`config.mk`:
```
export PLATFORM = sky130hd
export DESIGN_NAME = adaptive_route_unit
export DESIGN_NICKNAME = d
export VERILOG_FILES = /design/src/rtl/rc_pkg.sv /design/src/rtl/rc_cfg_regs.sv /design/src/rtl/rc_route_fn.sv /design/src/rtl/rc_route_lock.sv /design/src/rtl/adaptive_route_unit.sv
export SDC_FILE = /design/constraint.sdc
export NUM_CORES = 1
export LEC_CHECK = 0
export ABC_CLOCK_PERIOD_IN_PS = 2900
export CAP_MARGIN = 20
export CORE_MARGIN = 5
export CORE_UTILIZATION = 40
export DETAILED_ROUTE_END_ITERATION = 8
export GPL_TIMING_DRIVEN = 0
export PLACE_DENSITY = 0.75
export SKIP_CTS_REPAIR_TIMING = 1
export SLEW_MARGIN = 10
export SYNTH_ARGS = -nofsm -noshare
export SYNTH_HDL_FRONTEND = slang
export SYNTH_SLANG_ARGS = --single-unit
export TNS_END_PERCENT = 30
```
`constraint.sdc`:
```
create_clock -name clk -period 2.9 [get_ports clk]
set_input_delay 0.725 -clock clk [delete_from_list [all_inputs] [get_ports clk]]
set_output_delay 0.725 -clock clk [all_outputs]
set_load 0.05 [all_outputs]
```
`src/rtl/rc_pkg.sv`:
```
// Shared definitions for the adaptive route selector.
// Assumes a 5-port mesh router; port bit positions are fixed.
package rc_pkg;
    localparam int PORT_N  = 5;
    localparam int P_EAST  = 0;
    localparam int P_WEST  = 1;
    localparam int P_NORTH = 2;
    localparam int P_SOUTH = 3;
    localparam int P_LOCAL = 4;

    localparam logic [1:0] FK_BODY = 2'b00;
    localparam logic [1:0] FK_HEAD = 2'b01;
    localparam logic [1:0] FK_TAIL = 2'b10;
endpackage

```
`src/rtl/rc_cfg_regs.sv`:
```
// Holds the run-time routing settings: mode, orientation and index of the
// removed line. Assumes writes are single-cycle strobes from a controller.
module rc_cfg_regs #(
    parameter int COORD_W = 3
) (
    input  logic               clk,
    input  logic               rst_n,
    input  logic               cfg_we,
    input  logic               cfg_mode,
    input  logic               cfg_gap_row,
    input  logic [COORD_W-1:0] cfg_gap_idx,
    output logic               mode_q,
    output logic               gap_row_q,
    output logic [COORD_W-1:0] gap_idx_q
);
    // Capture settings on a write strobe; reset to plain XY, column 0.
    always_ff @(posedge clk) begin
        if (!rst_n) begin
            mode_q    <= 1'b0;
            gap_row_q <= 1'b0;
            gap_idx_q <= '0;
        end else if (cfg_we) begin
            mode_q    <= cfg_mode;
            gap_row_q <= cfg_gap_row;
            gap_idx_q <= cfg_gap_idx;
        end
    end

    AST_CFG_LOADS: assert property (@(posedge clk) disable iff (!rst_n)
        cfg_we |=> (mode_q == $past(cfg_mode)) && (gap_idx_q == $past(cfg_gap_idx)));
endmodule

```
`src/rtl/rc_route_fn.sv`:
```
// Combinational port choice for one header. Assumes unsigned mesh
// coordinates; the result is always one-hot and always productive.
module rc_route_fn
    import rc_pkg::*;
#(
    parameter int COORD_W = 3
) (
    input  logic               mode_xyx,
    input  logic               gap_row,
    input  logic [COORD_W-1:0] gap_idx,
    input  logic [COORD_W-1:0] my_x,
    input  logic [COORD_W-1:0] my_y,
    input  logic [COORD_W-1:0] dst_x,
    input  logic [COORD_W-1:0] dst_y,
    output logic [PORT_N-1:0]  route_oh
);
    logic go_e, go_w, go_n, go_s;
    logic x_open, y_open, y_lead;

    // Direction comparisons between own and destination coordinates.
    always_comb begin
        go_e   = dst_x > my_x;
        go_w   = dst_x < my_x;
        go_n   = dst_y > my_y;
        go_s   = dst_y < my_y;
        x_open = go_e | go_w;
        y_open = go_n | go_s;
    end

    // Decide whether the detour rule sends the packet vertically first.
    always_comb begin
        y_lead = 1'b0;
        if (mode_xyx && x_open && y_open) begin
            if (gap_row) y_lead = (dst_y == gap_idx);
            else         y_lead = (dst_x != gap_idx);
        end
    end

    // Encode the chosen direction as a one-hot port vector.
    always_comb begin
        route_oh = '0;
        if (y_lead)      route_oh[go_n ? P_NORTH : P_SOUTH] = 1'b1;
        else if (go_e)   route_oh[P_EAST]  = 1'b1;
        else if (go_w)   route_oh[P_WEST]  = 1'b1;
        else if (go_n)   route_oh[P_NORTH] = 1'b1;
        else if (go_s)   route_oh[P_SOUTH] = 1'b1;
        else             route_oh[P_LOCAL] = 1'b1;
    end
endmodule

```
`src/rtl/rc_route_lock.sv`:
```
// Locks a port on a header flit and holds it for the packet body until the
// tail. Assumes wormhole packets: header first, tail last.
module rc_route_lock
    import rc_pkg::*;
(
    input  logic              clk,
    input  logic              rst_n,
    input  logic              flit_valid,
    input  logic [1:0]        flit_kind,
    input  logic [PORT_N-1:0] route_in,
    output logic [PORT_N-1:0] port_q,
    output logic              lock_q
);
    logic is_head, is_tail;

    // Classify the incoming flit.
    always_comb begin
        is_head = flit_valid && (flit_kind == FK_HEAD);
        is_tail = flit_valid && (flit_kind == FK_TAIL);
    end

    // Load on header when idle, clear on tail when locked, else hold.
    always_ff @(posedge clk) begin
        if (!rst_n) begin
            lock_q <= 1'b0;
            port_q <= '0;
        end else if (!lock_q && is_head) begin
            lock_q <= 1'b1;
            port_q <= route_in;
        end else if (lock_q && is_tail) begin
            lock_q <= 1'b0;
            port_q <= '0;
        end
    end

    AST_HEAD_LOADS: assert property (@(posedge clk) disable iff (!rst_n)
        (!lock_q && is_head) |=> (lock_q && port_q == $past(route_in)));
    AST_LOCK_HOLDS: assert property (@(posedge clk) disable iff (!rst_n)
        (lock_q && !is_tail) |=> (lock_q && $stable(port_q)));
    AST_TAIL_RELEASES: assert property (@(posedge clk) disable iff (!rst_n)
        (lock_q && is_tail) |=> (!lock_q && port_q == '0));
    AST_IDLE_QUIET: assert property (@(posedge clk) disable iff (!rst_n)
        (!lock_q && !is_head) |=> (!lock_q && port_q == '0));
endmodule

```
`src/rtl/adaptive_route_unit.sv`:
```
// Route selector top: settings registers, combinational port choice and
// per-packet lock. Assumes own coordinates are static between packets.
module adaptive_route_unit
    import rc_pkg::*;
#(
    parameter int COORD_W = 3
) (
    input  logic               clk,
    input  logic               rst_n,
    input  logic               cfg_we,
    input  logic               cfg_mode,
    input  logic               cfg_gap_row,
    input  logic [COORD_W-1:0] cfg_gap_idx,
    input  logic [COORD_W-1:0] my_x,
    input  logic [COORD_W-1:0] my_y,
    input  logic               flit_valid,
    input  logic [1:0]         flit_kind,
    input  logic [COORD_W-1:0] dst_x,
    input  logic [COORD_W-1:0] dst_y,
    output logic [4:0]         port_sel,
    output logic               route_valid
);
    logic               mode_q, gap_row_q;
    logic [COORD_W-1:0] gap_idx_q;
    logic [PORT_N-1:0]  route_next;

    rc_cfg_regs #(.COORD_W(COORD_W)) u_cfg (
        .clk(clk), .rst_n(rst_n), .cfg_we(cfg_we), .cfg_mode(cfg_mode),
        .cfg_gap_row(cfg_gap_row), .cfg_gap_idx(cfg_gap_idx),
        .mode_q(mode_q), .gap_row_q(gap_row_q), .gap_idx_q(gap_idx_q)
    );

    rc_route_fn #(.COORD_W(COORD_W)) u_fn (
        .mode_xyx(mode_q), .gap_row(gap_row_q), .gap_idx(gap_idx_q),
        .my_x(my_x), .my_y(my_y), .dst_x(dst_x), .dst_y(dst_y),
        .route_oh(route_next)
    );

    rc_route_lock u_lock (
        .clk(clk), .rst_n(rst_n), .flit_valid(flit_valid),
        .flit_kind(flit_kind), .route_in(route_next),
        .port_q(port_sel), .lock_q(route_valid)
    );

    AST_PORT_ONEHOT: assert property (@(posedge clk) disable iff (!rst_n)
        route_valid |-> ($countones(port_sel) == 1));
    AST_NO_AWAY: assert property (@(posedge clk) disable iff (!rst_n)
        !((route_next[P_EAST] && dst_x <= my_x) || (route_next[P_WEST] && dst_x >= my_x) ||
          (route_next[P_NORTH] && dst_y <= my_y) || (route_next[P_SOUTH] && dst_y >= my_y)));
    AST_SELF_LOCAL: assert property (@(posedge clk) disable iff (!rst_n)
        (dst_x == my_x && dst_y == my_y) |-> route_next[P_LOCAL]);
    AST_XY_XFIRST: assert property (@(posedge clk) disable iff (!rst_n)
        (!mode_q && dst_x != my_x) |-> (route_next[P_EAST] || route_next[P_WEST]));
endmodule

```
## After elaboration in Yosys (flattened, before gate mapping)

Index checks and enable logic that the tools add are counted.
Widths: inputs -> output; s select.

- Register bits after elaboration: 11
- Output and inout bits: 6
- Bits of input ports: 23
- Word-level logic and storage cells: 44

- Magnitude comparators: 6
- Equality and inequality tests: 4
- Reductions and logical operators: 9
- Mux-type cells: 18
- Bitwise gates (word level): 2

Operators with widths:

| operator | count |
|---|---|
| $ge 32x1->1 const B | 1 |
| $lt 32x5->1 const B | 1 |
| $mux 5 | 3 |
| $mux 1 | 11 |
| $logic_and 1x1->1 | 7 |
| $gt 3x3->1 | 2 |
| $lt 3x3->1 | 2 |
| $mux 4 | 1 |
| $demux 1 s3 | 1 |
| $eq 3x3->1 | 1 |
| $mux 3 | 1 |
| $ne 3x3->1 | 1 |
| $eq 2x1->1 const B | 1 |
| $eq 2x2->1 const B | 1 |
| $mux 2 | 1 |
| $or 1x1->1 | 2 |
| $reduce_bool 2->1 | 1 |
| $logic_not 1->1 | 1 |

## Depth between registers and ports, before layout

Gate-level depths: netlist of the first run.

- Depth after elaboration: 8
- Mapped depth: 6
- Depth with buffers taken out: 6

## By module

Synthesis of the first run repeated with hierarchy kept, for this count alone.

- Cells, all modules: 75
- Area, all modules: 730.7 um^2

Modules (own cells, without submodules):

| module | instances | cells each | area each (um^2) |
|---|---|---|---|
| rc_route_fn | 1 | 39 | 297.8 |
| rc_route_lock | 1 | 20 | 240.2 |
| rc_cfg_regs | 1 | 16 | 192.7 |

## Worst setup path before layout of the first run

OpenSTA, ideal clock, no wires.

- Path kind: input to register
- From: in my_x[1]
- To: reg u_lock.port_q[0]
- Data required time: 2,783 ps
- Stages: 6
- Arrival time: 1,732 ps
- Slack: 1,050 ps
- Cell sequence: inv_1 > ha_1 > nor2b_1 > o21a_1 > o2111a_1 > a32o_1

- Longest elaborated chain between the ends: 7
- Elaborated cells on any way between the ends: 9
- Classes of those cells: order compare (2); mux (4); bitwise (1); reduce/logical (2)

Ends and longest elaborated chain:

| what | RTL line | source |
|---|---|---|
| start: declaration | adaptive_route_unit.sv:14 | `input logic [COORD_W-1:0] my_x,` |
| $gt 3x3->1 or $lt 3x3->1 (tied branches) | rc_route_fn.sv:22, rc_route_fn.sv:23 |  |
| $or 1x1->1 | rc_route_fn.sv:26 | `x_open = go_e \| go_w;` |
| $logic_and 1x1->1 (2 in series) | rc_route_fn.sv:33 | `if (mode_xyx && x_open && y_open) begin` |
| $mux 1 | rc_route_fn.sv:33 |  |
| $mux 5 (*) | rc_route_fn.sv:42 | `if (y_lead) route_oh[go_n ? P_NORTH : P_SOUTH] = 1'b1;` |
| $mux 5 (*) | rc_route_lock.sv:27 | `end else if (!lock_q && is_head) begin` |
| end signal: assignment | rc_route_lock.sv:29 | `port_q <= route_in;` |
| end: declaration | rc_route_lock.sv:11 | `output logic [PORT_N-1:0] port_q,` |

Mark *: on every way between the ends. The rest lies on a longest branch, timed or not.
A chain may end at the register's enable or synchronous reset.

## Worst setup path in the final report of the first run

- From: reg u_lock.lock_q
- To: out route_valid

RTL lines:

| what | RTL line | source |
|---|---|---|
| start: declaration | rc_route_lock.sv:12 | `output logic lock_q` |
| start signal: assignment | rc_route_lock.sv:25 | `lock_q <= 1'b0;` |
| start signal: assignment | rc_route_lock.sv:28 | `lock_q <= 1'b1;` |
| start signal: assignment | rc_route_lock.sv:31 | `lock_q <= 1'b0;` |
| end: declaration | adaptive_route_unit.sv:21 | `output logic route_valid` |

No word-level cell between the ends.

==> impl_metrics.yaml, run 1 <==
outcome:
  status: "finished clean"
pwr:
  p_seq_frac: 0.443
  ir_worst_vdd_v: 0.000305
  internal_power_w: 0.000265
  finalPower_w: 0.000371
  sw_frac_of_total: 0.284
  p_leak_nw: 0.450
  p_clk_frac: 0.274
  switching_power_w: 0.000105
  power_per_cell_area_mw_per_mm2: 355
  pwr-share-comb: 0.284
global_route:
  grt_overflow: 0
  grt_pass1_wl_um: 2840
  grt_max_degree: 9
  grtUsageTotal: 0.139
  grt_pass1_vias: 674
  antenna_found_initial: 0
logic_synthesis:
  synth_cells: 80
  syn_nets: 109
  synth-edff-count: 0
  synthFlopType: "dfxtp_1"
  avgSynthCellArea_um2: 8.91
  yosysUniqueCellTypes: 29
  ys_ff_latch: 11
  netlist_area_um2: 713
  yosys_warnings: 0
  async_flop_share: 0
  synth-seq-area-share: 0.309
timing:
  min_period_ps: 2220
  finalClockSkew_ps: 4.19
  hold_viol: 0
  fmax_mhz: 450
  min_period_over_period: 0.766
  setup_viol: 0
  slew_violations: 0
  slew_headroom: 0.660
  whs_ps: 475
  grt_setup_unrepaired: "false"
  setup_tns_ps: 0
  max_slew.worst_pin.slew_ps: 508
critical_path:
  path_max_fanout: 6
  critPathMaxStageDelay_ps: 830
  critPathBufInv: 1
  reg2reg_depth: 4
  cp_num_cells: 1
  critical-path-slowest-cell: "clkdlybuf4s50_1"
  critPathRequiredTime_ps: 2170
  critical-path-top-delay-family: "buffers and inverters"
  endpoint_kind: "output pin"
  start_kind: "register"
  crit_arrival_ps: 1500
  crit_type: "reg -> out"
  path_cells: "clkdlybuf4s50_1"
clock_tree:
  cts_root_buffer: "clkbuf_4"
  cts_buffer_depth: 2
  htree_num_levels: 1
  cts_tree: "yes"
  clk_pin_slew_ps: 70
  clock_sinks: 11
  insertion_delay_ps: 260
  cts-buffers-inserted: 3
routing:
  drtPass1Iterations: 4
  wire_per_inst_um: 12.2
  drt_iter0_drc: 10
  totalWireLength_um: 1660
  avgViaCountPerCell: 5.10
  drc_errors: 0
  vias: 694
  drtAntennaViolNets: 0
cells_and_area:
  antenna_cells: 0
  final_common_cell: "clkdlybuf4s50_1"
  finalNetCount: 141
  final_cell_mix: "clkdlybuf4s50_1 (27), dfxtp_1 (11), inv_1 (8), nor2_1 (8)"
  final_cells: 136
  drive_gt1_frac: 0.0631
  area_growth_pct: 46.1
  nFillCells: 157
die:
  die_y_um: 52.2
  core_mm2: 0.00171
  initial_core_util: 0.418
  rows: 15
  dieArea_mm2: 0.00273
  die-width_um: 52.2
  io_pins: 29
hold_path:
  hold_depth: 2
  hold_path.class: "reg -> reg"
placed_design:
  dp_cells: 132
  dpl.hpwl_um: 1430
  gp_congestion: 0.799
  portBuffers: 27
flow_run:
  drv_cap: 0
## layout make-up
type	instances	area, um2	area share
repair buffers	27	270	0.259
clock buffers	3	22.5	0.0216
flip-flops and latches	11	220	0.211
plain buffers	1	3.75	0.00360
multi-input cells	60	459	0.441
well taps	25	31.3	0.0300
clock inverters	1	5.00	0.00480
inverters	8	30.0	0.0288
## registers in the layout, indices dropped and copies added, names as in the netlist
signal and count:
u_lock.port_q 5, u_cfg.gap_idx_q 3, u_cfg.gap_row_q 1, u_lock.lock_q 1
u_cfg.mode_q 1
## logic make-up (layout without fill, tap and decap cells)
| logic type | count (synthesis) | after routing | share of synthesized area |
|---|---|---|---|
| muxes | 5 | 5 | 0.0702 |
| adders and majority gates | 6 | 6 | 0.105 |
| buffers and inverters | 9 | 40 | 0.0474 |
| DFF | 11 | 11 | 0.309 |
| AOI/OAI and AO/OA | 19 | 19 | 0.202 |
| and+or+nand+nor | 24 | 24 | 0.193 |
| xor gates and xnor gates | 6 | 6 | 0.0737 |
## through the flow
stage	setup slack, ps	utilization	area [um2]
floorplan	1050	-	713
global placement	544	0.594	1010
detailed placement	509	0.594	1010
CTS	672	0.610	1040
global route	608	0.610	1040
finish	679	0.610	1040
## synth_stat cells, types with 2 or more instances
cell type / count / area [um2]
a21oi_1: 5 / 25.0
a32o_1: 2 / 20.0
dfxtp_1: 11 / 220
ha_1: 6 / 75.1
inv_1: 8 / 30.0
mux2i_1: 5 / 50.1
nand2_1: 3 / 11.3
nand3_1: 3 / 15.0
nor2_1: 8 / 30.0
nor2b_1: 2 / 12.5
nor3b_1: 2 / 15.0
o21a_1: 3 / 22.5
xor2_1: 6 / 52.6
## routing by layer
metal  global-route usage  wire length (um)  vias up
li1                     -                 -      351
met1                0.172               762      321
met2                0.230               781       20
met3               0.0456               102        2
met4               0.0383                10        0
met5                    0                 0        -
## path summary, 6_finish.rpt
| check | start | to | slack [ps] |
|---|---|---|---|
| worst max-delay path | u_lock.lock_q$_SDFFE_PN0P_ | route_valid | 680 |
| worst min-delay path | u_lock.port_q[4]$_SDFFE_PN0P_ | u_lock.port_q[4]$_SDFFE_PN0P_ | 470 |
| worst max register to register | u_cfg.gap_idx_q[1]$_SDFFE_PN0P_ | u_lock.port_q[3]$_SDFFE_PN0P_ | 1490 |
| worst min register to register | u_lock.port_q[4]$_SDFFE_PN0P_ | u_lock.port_q[4]$_SDFFE_PN0P_ | 470 |
## power groups by stage
stage               combinational, W  clock (W)  sequential, W
floorplan                  0.0000507          0       0.000174
global route                0.000116   0.000114       0.000165
finish                      0.000105   0.000101       0.000164
detailed placement          0.000106          0       0.000168
CTS                         0.000106   0.000105       0.000164
global placement            0.000103          0       0.000168
Note: power is estimated with default switching activity, not from simulation.
==> run 2: changes to the inputs <==
ABC_CLOCK_PERIOD_IN_PS = 2100   (was 2900)
clock period = 2.1 ns   (was 2.9 ns; I/O delays follow)
==> results of run 2 <==
The final DEF is identical to that of run 1. Status: finished clean.
Among the figures that moved: setup slack after placement 509 ps -> -90.9 ps; setup slack after layout 679 ps -> 78.6 ps; register-to-register setup slack 1490 ps -> 690 ps; total power 0.000371 W -> 0.000512 W; worst IR drop on VDD 0.000305 V -> 0.000422 V
